==> src/rtl/rdly_calib.sv <==
module rdly_calib #(
  parameter int NPHASES = 2,
  parameter int DBYTES  = 4,
  parameter int LIMIT   = 32,
  parameter int WAIT    = 15
) (
  input  logic                                     clk,
  input  logic                                     rst_n,
  input  logic                                     start,
  input  logic [NPHASES*DBYTES*8-1:0]              rd_data,
  output logic                                     cmd_cs,
  output logic                                     cmd_ras,
  output logic                                     cmd_cas,
  output logic                                     cmd_we,
  output logic                                     cmd_wrdata,
  output logic                                     cmd_rddata,
  output logic [NPHASES*DBYTES*8-1:0]              cmd_wdata,
  output logic [DBYTES/2-1:0]                      tap_sel,
  output logic                                     tap_rst,
  output logic                                     tap_inc,
  output logic                                     busy,
  output logic                                     done,
  output logic [DBYTES/2*$clog2(LIMIT+1)-1:0]      res_min,
  output logic [DBYTES/2*$clog2(LIMIT+1)-1:0]      res_max,
  output logic [DBYTES/2-1:0]                      res_err
);
  localparam int HALF = DBYTES / 2;
  localparam int NB   = NPHASES * DBYTES;
  localparam int PW   = NB * 8;
  localparam int CW   = $clog2(LIMIT + 1);
  localparam int LW   = (HALF > 1) ? $clog2(HALF) : 1;
  localparam int WW   = (WAIT > 1) ? $clog2(WAIT) : 1;
  localparam logic [CW-1:0]   LIM     = CW'(LIMIT);
  localparam logic [HALF-1:0] TOP_SEL = {1'b1, {(HALF-1){1'b0}}};

  function automatic logic [PW-1:0] make_pattern();
    logic [PW-1:0] r;
    logic [31:0]   s;
    r = '0;
    s = 32'd42;
    for (int k = 0; k < NB; k++) begin
      s = s * 32'd1664525 + 32'd1013904223;
      r[k*8 +: 8] = s[7:0];
    end
    return r;
  endfunction

  localparam logic [PW-1:0] PAT = make_pattern();

  typedef enum logic [3:0] {
    S_IDLE, S_ACT, S_AWAIT, S_WR, S_SEL, S_RD, S_RWAIT, S_EVAL,
    S_INC, S_CTR, S_CINC, S_NEXT, S_PRE, S_DONE
  } state_t;

  state_t          state;
  logic [LW-1:0]   lane;
  logic [WW-1:0]   wcnt;
  logic [CW-1:0]   delay, cur_min, cur_max, ccnt;
  logic            srch_max, cur_err, lane_ok;
  logic [CW-1:0]   nd;
  logic [CW:0]     mid;

  assign nd  = delay + 1'b1;
  assign mid = ({1'b0, cur_min} + {1'b0, cur_max}) >> 1;

  always_comb begin
    lane_ok = 1'b1;
    for (int p = 0; p < NPHASES; p++) begin
      if (rd_data[(p*DBYTES + int'(lane))*8 +: 8] != PAT[(p*DBYTES + int'(lane))*8 +: 8])
        lane_ok = 1'b0;
      if (rd_data[(p*DBYTES + int'(lane) + HALF)*8 +: 8] != PAT[(p*DBYTES + int'(lane) + HALF)*8 +: 8])
        lane_ok = 1'b0;
    end
  end

  assign cmd_cs     = (state == S_ACT) || (state == S_WR) || (state == S_RD) || (state == S_PRE);
  assign cmd_ras    = (state == S_ACT) || (state == S_PRE);
  assign cmd_cas    = (state == S_WR)  || (state == S_RD);
  assign cmd_we     = (state == S_WR)  || (state == S_PRE);
  assign cmd_wrdata = (state == S_WR);
  assign cmd_rddata = (state == S_RD);
  assign cmd_wdata  = PAT;
  assign tap_rst    = (state == S_SEL) || (state == S_CTR);
  assign tap_inc    = (state == S_INC) || (state == S_CINC);
  assign busy       = (state != S_IDLE) && (state != S_DONE);
  assign done       = (state == S_DONE);

  always_comb begin
    case (state)
      S_SEL, S_RD, S_RWAIT, S_EVAL, S_INC, S_CTR, S_CINC: tap_sel = TOP_SEL >> lane;
      default:                                            tap_sel = '0;
    endcase
  end

  always_ff @(posedge clk) begin
    if (!rst_n) begin
      state    <= S_IDLE;
      lane     <= '0;
      wcnt     <= '0;
      delay    <= '0;
      cur_min  <= '0;
      cur_max  <= '0;
      cur_err  <= 1'b0;
      ccnt     <= '0;
      srch_max <= 1'b0;
      res_min  <= '0;
      res_max  <= '0;
      res_err  <= '0;
    end else begin
      case (state)
        S_IDLE, S_DONE: if (start) begin
          state   <= S_ACT;
          res_err <= '0;
          lane    <= '0;
        end
        S_ACT: begin
          wcnt  <= '0;
          state <= S_AWAIT;
        end
        S_AWAIT: begin
          wcnt <= wcnt + 1'b1;
          if (wcnt == WW'(WAIT - 1)) state <= S_WR;
        end
        S_WR: state <= S_SEL;
        S_SEL: begin
          delay    <= '0;
          srch_max <= 1'b0;
          cur_err  <= 1'b0;
          state    <= S_RD;
        end
        S_RD: begin
          wcnt  <= '0;
          state <= S_RWAIT;
        end
        S_RWAIT: begin
          wcnt <= wcnt + 1'b1;
          if (wcnt == WW'(WAIT - 1)) state <= S_EVAL;
        end
        S_EVAL: begin
          if (!srch_max) begin
            if (lane_ok) begin
              cur_min <= delay;
              if (nd >= LIM) begin
                cur_max <= nd;
                state   <= S_CTR;
              end else begin
                delay    <= nd;
                srch_max <= 1'b1;
                state    <= S_INC;
              end
            end else if (nd >= LIM) begin
              cur_min <= LIM;
              cur_max <= LIM;
              cur_err <= 1'b1;
              state   <= S_CTR;
            end else begin
              delay <= nd;
              state <= S_INC;
            end
          end else begin
            if (!lane_ok) begin
              cur_max <= delay;
              state   <= S_CTR;
            end else if (nd >= LIM) begin
              cur_max <= nd;
              state   <= S_CTR;
            end else begin
              delay <= nd;
              state <= S_INC;
            end
          end
        end
        S_INC: state <= S_RD;
        S_CTR: begin
          res_min[int'(lane)*CW +: CW] <= cur_min;
          res_max[int'(lane)*CW +: CW] <= cur_max;
          res_err[lane]                <= cur_err;
          ccnt <= mid[CW-1:0];
          if (cur_err || mid == '0) state <= S_NEXT;
          else                      state <= S_CINC;
        end
        S_CINC: begin
          ccnt <= ccnt - 1'b1;
          if (ccnt == CW'(1)) state <= S_NEXT;
        end
        S_NEXT: begin
          if (lane == LW'(HALF - 1)) state <= S_PRE;
          else begin
            lane  <= lane + 1'b1;
            state <= S_SEL;
          end
        end
        S_PRE:   state <= S_DONE;
        default: state <= S_IDLE;
      endcase
    end
  end
endmodule


==> config.mk <==
export PLATFORM = sky130hd
export DESIGN_NAME = rdly_calib
export DESIGN_NICKNAME = d
export VERILOG_FILES = /design/src/rtl/rdly_calib.sv
export SDC_FILE = /design/constraint.sdc
export NUM_CORES = 1
export LEC_CHECK = 0
export BUFFER_PORTS_ARGS = -buffer_cell sky130_fd_sc_hd__buf_4
export CAP_MARGIN = 20
export CORE_ASPECT_RATIO = 1.5
export CORE_MARGIN = 2
export CORE_UTILIZATION = 50
export CTS_BUF_LIST = sky130_fd_sc_hd__clkbuf_16
export DETAILED_ROUTE_END_ITERATION = 10
export PLACE_DENSITY_LB_ADDON = 0.3
export SYNTH_ARGS = -nofsm -noshare
export SYNTH_HDL_FRONTEND = slang
export SYNTH_SLANG_ARGS = --single-unit
==> constraint.sdc <==
create_clock -name clk -period 3.35 [get_ports clk]
set_input_delay 0.1675 -clock clk [delete_from_list [all_inputs] [get_ports clk]]
set_output_delay 0.1675 -clock clk [all_outputs]
set_load 0.01 [all_outputs]
==> qor.json, run 1 <==
{
  "floorplan": {
    "std_cell_rows": 39,
    "initial_utilization_pct": 51.3,
    "core-area_sq_mm": 0.00756,
    "dieArea_sq_mm": 0.00849,
    "total_i_o_pin_count": 169,
    "floorplan.die.height_microns": 112,
    "dieWidth_microns": 75.9
  },
  "critical_path": {
    "worst_path_max_delay_cell": "sky130_fd_sc_hd__dfxtp_1",
    "regToRegStartpoint": "state[0]",
    "timing.reg2reg.setup_slack_ns": 0.85,
    "worst-setup-path-type": "reg -> reg",
    "worst-path-buf-inv": 0,
    "slowest_delay_ns": 0.75,
    "worst-path-max-fanout": 21,
    "worst_path_dominant_cell_family": "simple AND/OR/NAND/NOR gates",
    "required_ns": 3.61,
    "start_kind": "flip-flop",
    "rr_endpoint": "delay[1]",
    "worst_r2r_path_depth": 5,
    "cp_cell_sequence": "nand2b_1 -> nor2b_1 -> nand3_1 -> nor2_1 -> mux2i_1",
    "timing.critical_path.to_type": "flip-flop",
    "critical_path_arrival_ns": 2.75
  },
  "placement": {
    "gp_congestion": 0.940,
    "place_hpwl_microns": 7740,
    "placed_cell_count": 690,
    "port-buffer-count": 104
  },
  "hold_path": {
    "hold_class": "in -> reg",
    "timing.hold.worst_path_depth": 2,
    "hold_path.startpoint": "rst_n",
    "whs_endpoint": "delay[2]"
  },
  "sta": {
    "hold_violations": 0,
    "final.min_clock_period_ns": 2.50,
    "timing.clock.skew_ns": 0.00450,
    "timing.fmax_mhz": 400,
    "rsz0062_at_grt": "no",
    "total_negative_slack_ns": 0,
    "fin_crit_sh_pct": 74.5,
    "finalSetupViolCount": 0,
    "slew-limit-headroom_pct": 46.4,
    "timing_worst_slew_pin_value_ns": 0.802,
    "final_max_slew_viol_count": 0,
    "fin_worst_hold_slack_ns": 0.181
  },
  "cells_and_area": {
    "mostFrequentLayoutCells": "106 x sky130_fd_sc_hd__buf_4, 75 x sky130_fd_sc_hd__nand2_1, 64 x sky130_fd_sc_hd__conb_1",
    "layout_commonest_cell": "sky130_fd_sc_hd__buf_4",
    "post_layout_nonfiller_instances": 706,
    "final_layout_size_suffix_gt1_share_pct": 21.5,
    "num-nets-final": 677,
    "synthToLayoutAreaGrowth_pct": 22.3,
    "insertedDiodeCount": 0,
    "postLayoutCoreUtil_pct": 62.7
  },
  "route": {
    "drc": 0,
    "dr.first_iter.drc_count": 357,
    "route.vias.total": 3837,
    "ratio_of_routed_vias_to_standard_cells": 5.43,
    "drtPass1Iterations": 7,
    "avgRoutedWirePerCell_microns": 14.6,
    "final_antenna_net_count": 0,
    "totalWireLength_microns": 10300
  },
  "synthesis": {
    "synth-main-ff-cell": "sky130_fd_sc_hd__dfxtp_1",
    "postSynthCellCount": 508,
    "synth-edff-count": 0,
    "synth_cell_type_count": 63,
    "post_synth_instance_area_sq_mm": 0.00388,
    "synth.avg_cell_area_sq_um": 7.63,
    "yosysSeqAreaShare_pct": 31.5,
    "postSynthRegisterBits": 61,
    "ys_async_sr_fraction_pct": 0,
    "yosysWarningCount": 0
  },
  "flow_run": {
    "cap_violations": 0
  },
  "power_and_ir_drop": {
    "ir_worst_vdd_mv": 0.342,
    "power.density_mw_per_mm2": 460,
    "power_leakage_uw": 0.00204
  },
  "cts": {
    "ctsHtreeMaxLevel": 3,
    "cts_root_buf": "sky130_fd_sc_hd__clkbuf_16",
    "clkLatencyLatePin_ns": 0.33,
    "tritoncts": "yes",
    "tritoncts_num_sinks": 61,
    "clock_tree.buffer_depth": 2,
    "clk_pin_slew_worst_setup_hold_paths_ns": 0.05,
    "cts-resized-gates": 0,
    "tritoncts.num_buffers": 9,
    "postCtsSetupRepairBufs": 0,
    "postCtsHoldBufs": 0
  },
  "global_route": {
    "wire_length_of_the_first_global_routing_pass_microns": 16500,
    "global_route.overflow_total": 0,
    "maximum_number_of_pins_on_one_net_before_global_route_repair": 47,
    "first_global_vias": 3522,
    "grt_util_all_layers_pct": 23.9,
    "antenna_found_initial": 0
  },
  "run_status": {
    "status": "finished, final reports clean"
  }
}
[power by group]
part | internal, uW | switching [uW] | total, uW
clock | 569 | 333 | 902
combinational | 195 | 259 | 454
sequential | 747 | 76.9 | 824
total | 1510 | 669 | 2180
[per-layer routing]
metal	vias to the layer above	part of all wire, %	track usage (%)
li1	1840	-	-
met1	1787	38	26.5
met3	21	5.9	4.54
met2	189	54	44.3
met4	0	2.2	9.82
met5	-	0	0
[cells in the mapped netlist (9+ instances only)]
cell type                  count  area share [%]
sky130_fd_sc_hd__dfxtp_1      61              31
sky130_fd_sc_hd__nand2b_1      9             1.5
sky130_fd_sc_hd__nor3_1        9             1.2
sky130_fd_sc_hd__buf_4        64              12
sky130_fd_sc_hd__nand3_1      25             3.2
sky130_fd_sc_hd__inv_1        10            0.97
sky130_fd_sc_hd__o21ai_0      25             3.2
sky130_fd_sc_hd__a21oi_1      60             7.7
sky130_fd_sc_hd__nor2_1       31             3.0
sky130_fd_sc_hd__clkbuf_1     18             1.7
sky130_fd_sc_hd__ha_1         10             3.2
sky130_fd_sc_hd__nand2_1      75             7.3
[area by class of cell]
cell class / instances / area [sq um]
clock inverters: 7 / 66.3
fillers: 715 / 2820
repair buffers: 106 / 796
inverters: 11 / 41.3
multi-input cells: 410 / 2260
flip-flops and latches: 61 / 1220
clock buffers: 9 / 225
well taps: 102 / 128
[kinds of logic (layout without fill, tap and decap cells)]
group / after synthesis / in the layout / synth area share [%]
compound gates: 123 / 123 / 18.9
other cells: 2 / 64 / 0.194
mux: 6 / 6 / 1.55
fa+ha+maj: 11 / 11 / 3.74
xor+xnor: 5 / 5 / 1.13
simple gates: 201 / 201 / 26.9
buf+inv: 99 / 133 / 16.1
flops: 61 / 61 / 31.5
[how the worst max path moves through the flow]
stage	to	cells past startpoint	startpoint	slack (ns)
after floorplan	state[0]	8	cur_max[0]	1.40
after global placement	cur_max[2]	6	lane	0.95
after detailed placement	cur_max[3]	6	lane	0.93
after CTS	cur_max[3]	6	lane	0.90
after global routing	delay[1]	5	state[0]	0.67
final	delay[1]	5	state[0]	0.85
[sequential cells by signal (all words and copies together), names as in the netlist]
name / cells
res_max: 12
res_min: 12
ccnt: 6
cur_max: 6
cur_min: 6
delay: 6
state: 4
wcnt: 4
res_err: 2
cur_err: 1
lane: 1
srch_max: 1
[through the flow]
step	setup slack [ns]	cell area, sq um	power (uW)
after floorplan	1.40	4110	1160
final	0.853	4740	2180
after detailed placement	0.927	4450	1280
after global routing	0.672	4740	2280
after global placement	0.954	4450	1270
after CTS	0.897	4740	2180
Note: power is estimated with default switching activity, not from simulation.
==> run 2, diff against run 1 <==
Settings changed: CORE_UTILIZATION 50 to 44.
Clock period 3.35 ns to 2.1 ns, I/O delays scaled along.
==> qor.json, run 2 (same netlist as run 1, synthesis figures left out) <==
{
  "run_status": {
    "status": "finished, final reports clean"
  },
  "placement": {
    "place_hpwl_microns": 8220,
    "port-buffer-count": 104,
    "gp_congestion": 0.949
  },
  "sta": {
    "rsz0062_at_grt": "no",
    "timing.fmax_mhz": 504,
    "hold_violations": 0,
    "final.min_clock_period_ns": 1.98,
    "timing_worst_slew_pin_value_ns": 0.532,
    "total_negative_slack_ns": 0,
    "slew-limit-headroom_pct": 64.3,
    "final_max_slew_viol_count": 0,
    "finalSetupViolCount": 0,
    "timing.clock.skew_ns": 0.00887,
    "fin_crit_sh_pct": 94.5
  },
  "critical_path": {
    "start_kind": "flip-flop",
    "worst_path_max_delay_cell": "sky130_fd_sc_hd__fa_2",
    "required_ns": 2.35,
    "worst-path-buf-inv": 0,
    "worst-path-max-fanout": 2,
    "critPathMostFrequentCell": "sky130_fd_sc_hd__o211ai_1",
    "worst_path_dominant_cell_family": "compound AO/OA/AOI/OAI gates",
    "worst-setup-path-type": "reg -> reg",
    "cp_startpoint": "cur_max[0]",
    "slowest_delay_ns": 0.36,
    "regToRegStartpoint": "cur_max[0]",
    "critical_path_arrival_ns": 2.23,
    "cp_cell_sequence": "and2_1 -> fa_2 -> a211o_1 -> o211ai_1 -> a21oi_1 -> nand4b_1 -> a2111o_1 -> o211ai_1",
    "timing.critical_path.to_type": "flip-flop"
  },
  "cells_and_area": {
    "num-nets-final": 713,
    "mostFrequentLayoutCells": "142 x sky130_fd_sc_hd__buf_4, 75 x sky130_fd_sc_hd__nand2_1, 64 x sky130_fd_sc_hd__conb_1",
    "num-fill-cells": 815,
    "synthToLayoutAreaGrowth_pct": 30.7,
    "layout_commonest_cell": "sky130_fd_sc_hd__buf_4",
    "biggestRegsByFlops": "res_max: 12 flops, res_min: 12 flops",
    "insertedDiodeCount": 0,
    "final_layout_size_suffix_gt1_share_pct": 28.1,
    "postLayoutCoreUtil_pct": 58.4
  },
  "power_and_ir_drop": {
    "power.share.sequential_pct": 35.1,
    "power_leakage_uw": 0.00223,
    "switching_share_of_power_pct": 30.3,
    "total_power_uw": 3620,
    "ir_worst_vdd_mv": 0.493,
    "power.density_mw_per_mm2": 714,
    "cellInternalPower_uw": 2520,
    "power.share.clock_pct": 40.6,
    "power_frac_comb_pct": 24.2,
    "netSwitchingPower_uw": 1100
  },
  "global_route": {
    "maximum_number_of_pins_on_one_net_before_global_route_repair": 30,
    "global_route.overflow_total": 0,
    "grt_util_all_layers_pct": 22.3,
    "first_global_vias": 3724,
    "antenna_found_initial": 0,
    "wire_length_of_the_first_global_routing_pass_microns": 17100
  },
  "cts": {
    "clkLatencyLatePin_ns": 0.33,
    "clk_pin_slew_worst_setup_hold_paths_ns": 0.06,
    "clock_tree.buffer_depth": 2,
    "tritoncts_num_sinks": 61,
    "ctsHtreeMaxLevel": 3,
    "tritoncts": "yes",
    "postCtsHoldBufs": 0,
    "tritoncts.num_buffers": 9,
    "cts_root_buf": "sky130_fd_sc_hd__clkbuf_16"
  },
  "floorplan": {
    "core-area_sq_mm": 0.00867,
    "dieArea_sq_mm": 0.00959,
    "total_i_o_pin_count": 169,
    "initial_utilization_pct": 44.7,
    "std_cell_rows": 42,
    "dieWidth_microns": 80.7,
    "floorplan.die.height_microns": 119
  },
  "route": {
    "route.vias.total": 3943,
    "totalWireLength_microns": 10600,
    "dr.first_iter.drc_count": 322,
    "ratio_of_routed_vias_to_standard_cells": 5.26,
    "drc": 0,
    "final_antenna_net_count": 0,
    "drtPass1Iterations": 5,
    "avgRoutedWirePerCell_microns": 14.1
  },
  "flow_run": {
    "cap_violations": 0
  },
  "hold_path": {
    "hold_class": "in -> reg",
    "hold_path.startpoint": "rst_n"
  }
}
==> run 2: worst register-to-register path, cell delays in order, from the launching register on <==
cell and delay (ns):
sky130_fd_sc_hd__dfxtp_1 0.30, sky130_fd_sc_hd__and2_1 0.16, sky130_fd_sc_hd__fa_2 0.36, sky130_fd_sc_hd__a211o_1 0.29
sky130_fd_sc_hd__o211ai_1 0.10, sky130_fd_sc_hd__a21oi_1 0.11, sky130_fd_sc_hd__nand4b_1 0.19, sky130_fd_sc_hd__a2111o_1 0.31
sky130_fd_sc_hd__o211ai_1 0.09
==> run 2: final cells by class <==
class	instances	area, sq um	area share (%)
multi-input combinational	410	2300	45.3
sequential	61	1230	24.2
timing repair buffer	142	1070	21.0
clock buffer	9	225	4.44
tap	110	138	2.72
clock inverter	7	73.8	1.46
inverter	11	41.3	0.815
==> run 2: layer usage <==
metal	up-vias	global-route usage [%]	routed length (microns)
li1	1907	-	-
met1	1818	24.8	3910
met2	188	40.8	5710
met3	30	3.86	595
met4	0	9.00	342
met5	-	0	0
==> run 2: power groups by stage <==
stage                     clock network [uW]  registers [uW]  logic, uW
after floorplan                            0            1230        628
after global placement                     0            1290        846
after detailed placement                   0            1290        868
after CTS                               1480            1270        872
after global routing                    1530            1280        962
final                                   1470            1270        877
==> run 2: repair_timing <==
action	CTS	global route
pin swaps	1	3
setup endpoints to repair	1	23
resized for setup	1	13
setup buffers	0	2
==> run 2: path summary, 6_finish.rpt <==
kind / endpoint / slack [ns] / cells past startpoint
max: state[0] / 0.12 / 8
min: delay[3] / 0.13 / 2
max reg2reg: state[0] / 0.12 / 8
min reg2reg: res_min[10] / 0.45 / 2
==> run 2: per-stage QoR <==
stage	hold slack [ns]	setup slack, ns	area (sq um)	instances
after floorplan	0.319	0.151	4110	570
after global placement	0.449	-0.0671	4720	732
after detailed placement	0.452	-0.0761	4720	732
after CTS	0.128	0.0175	5020	748
after global routing	0.141	0.00162	5070	750
final	0.133	0.115	5070	750
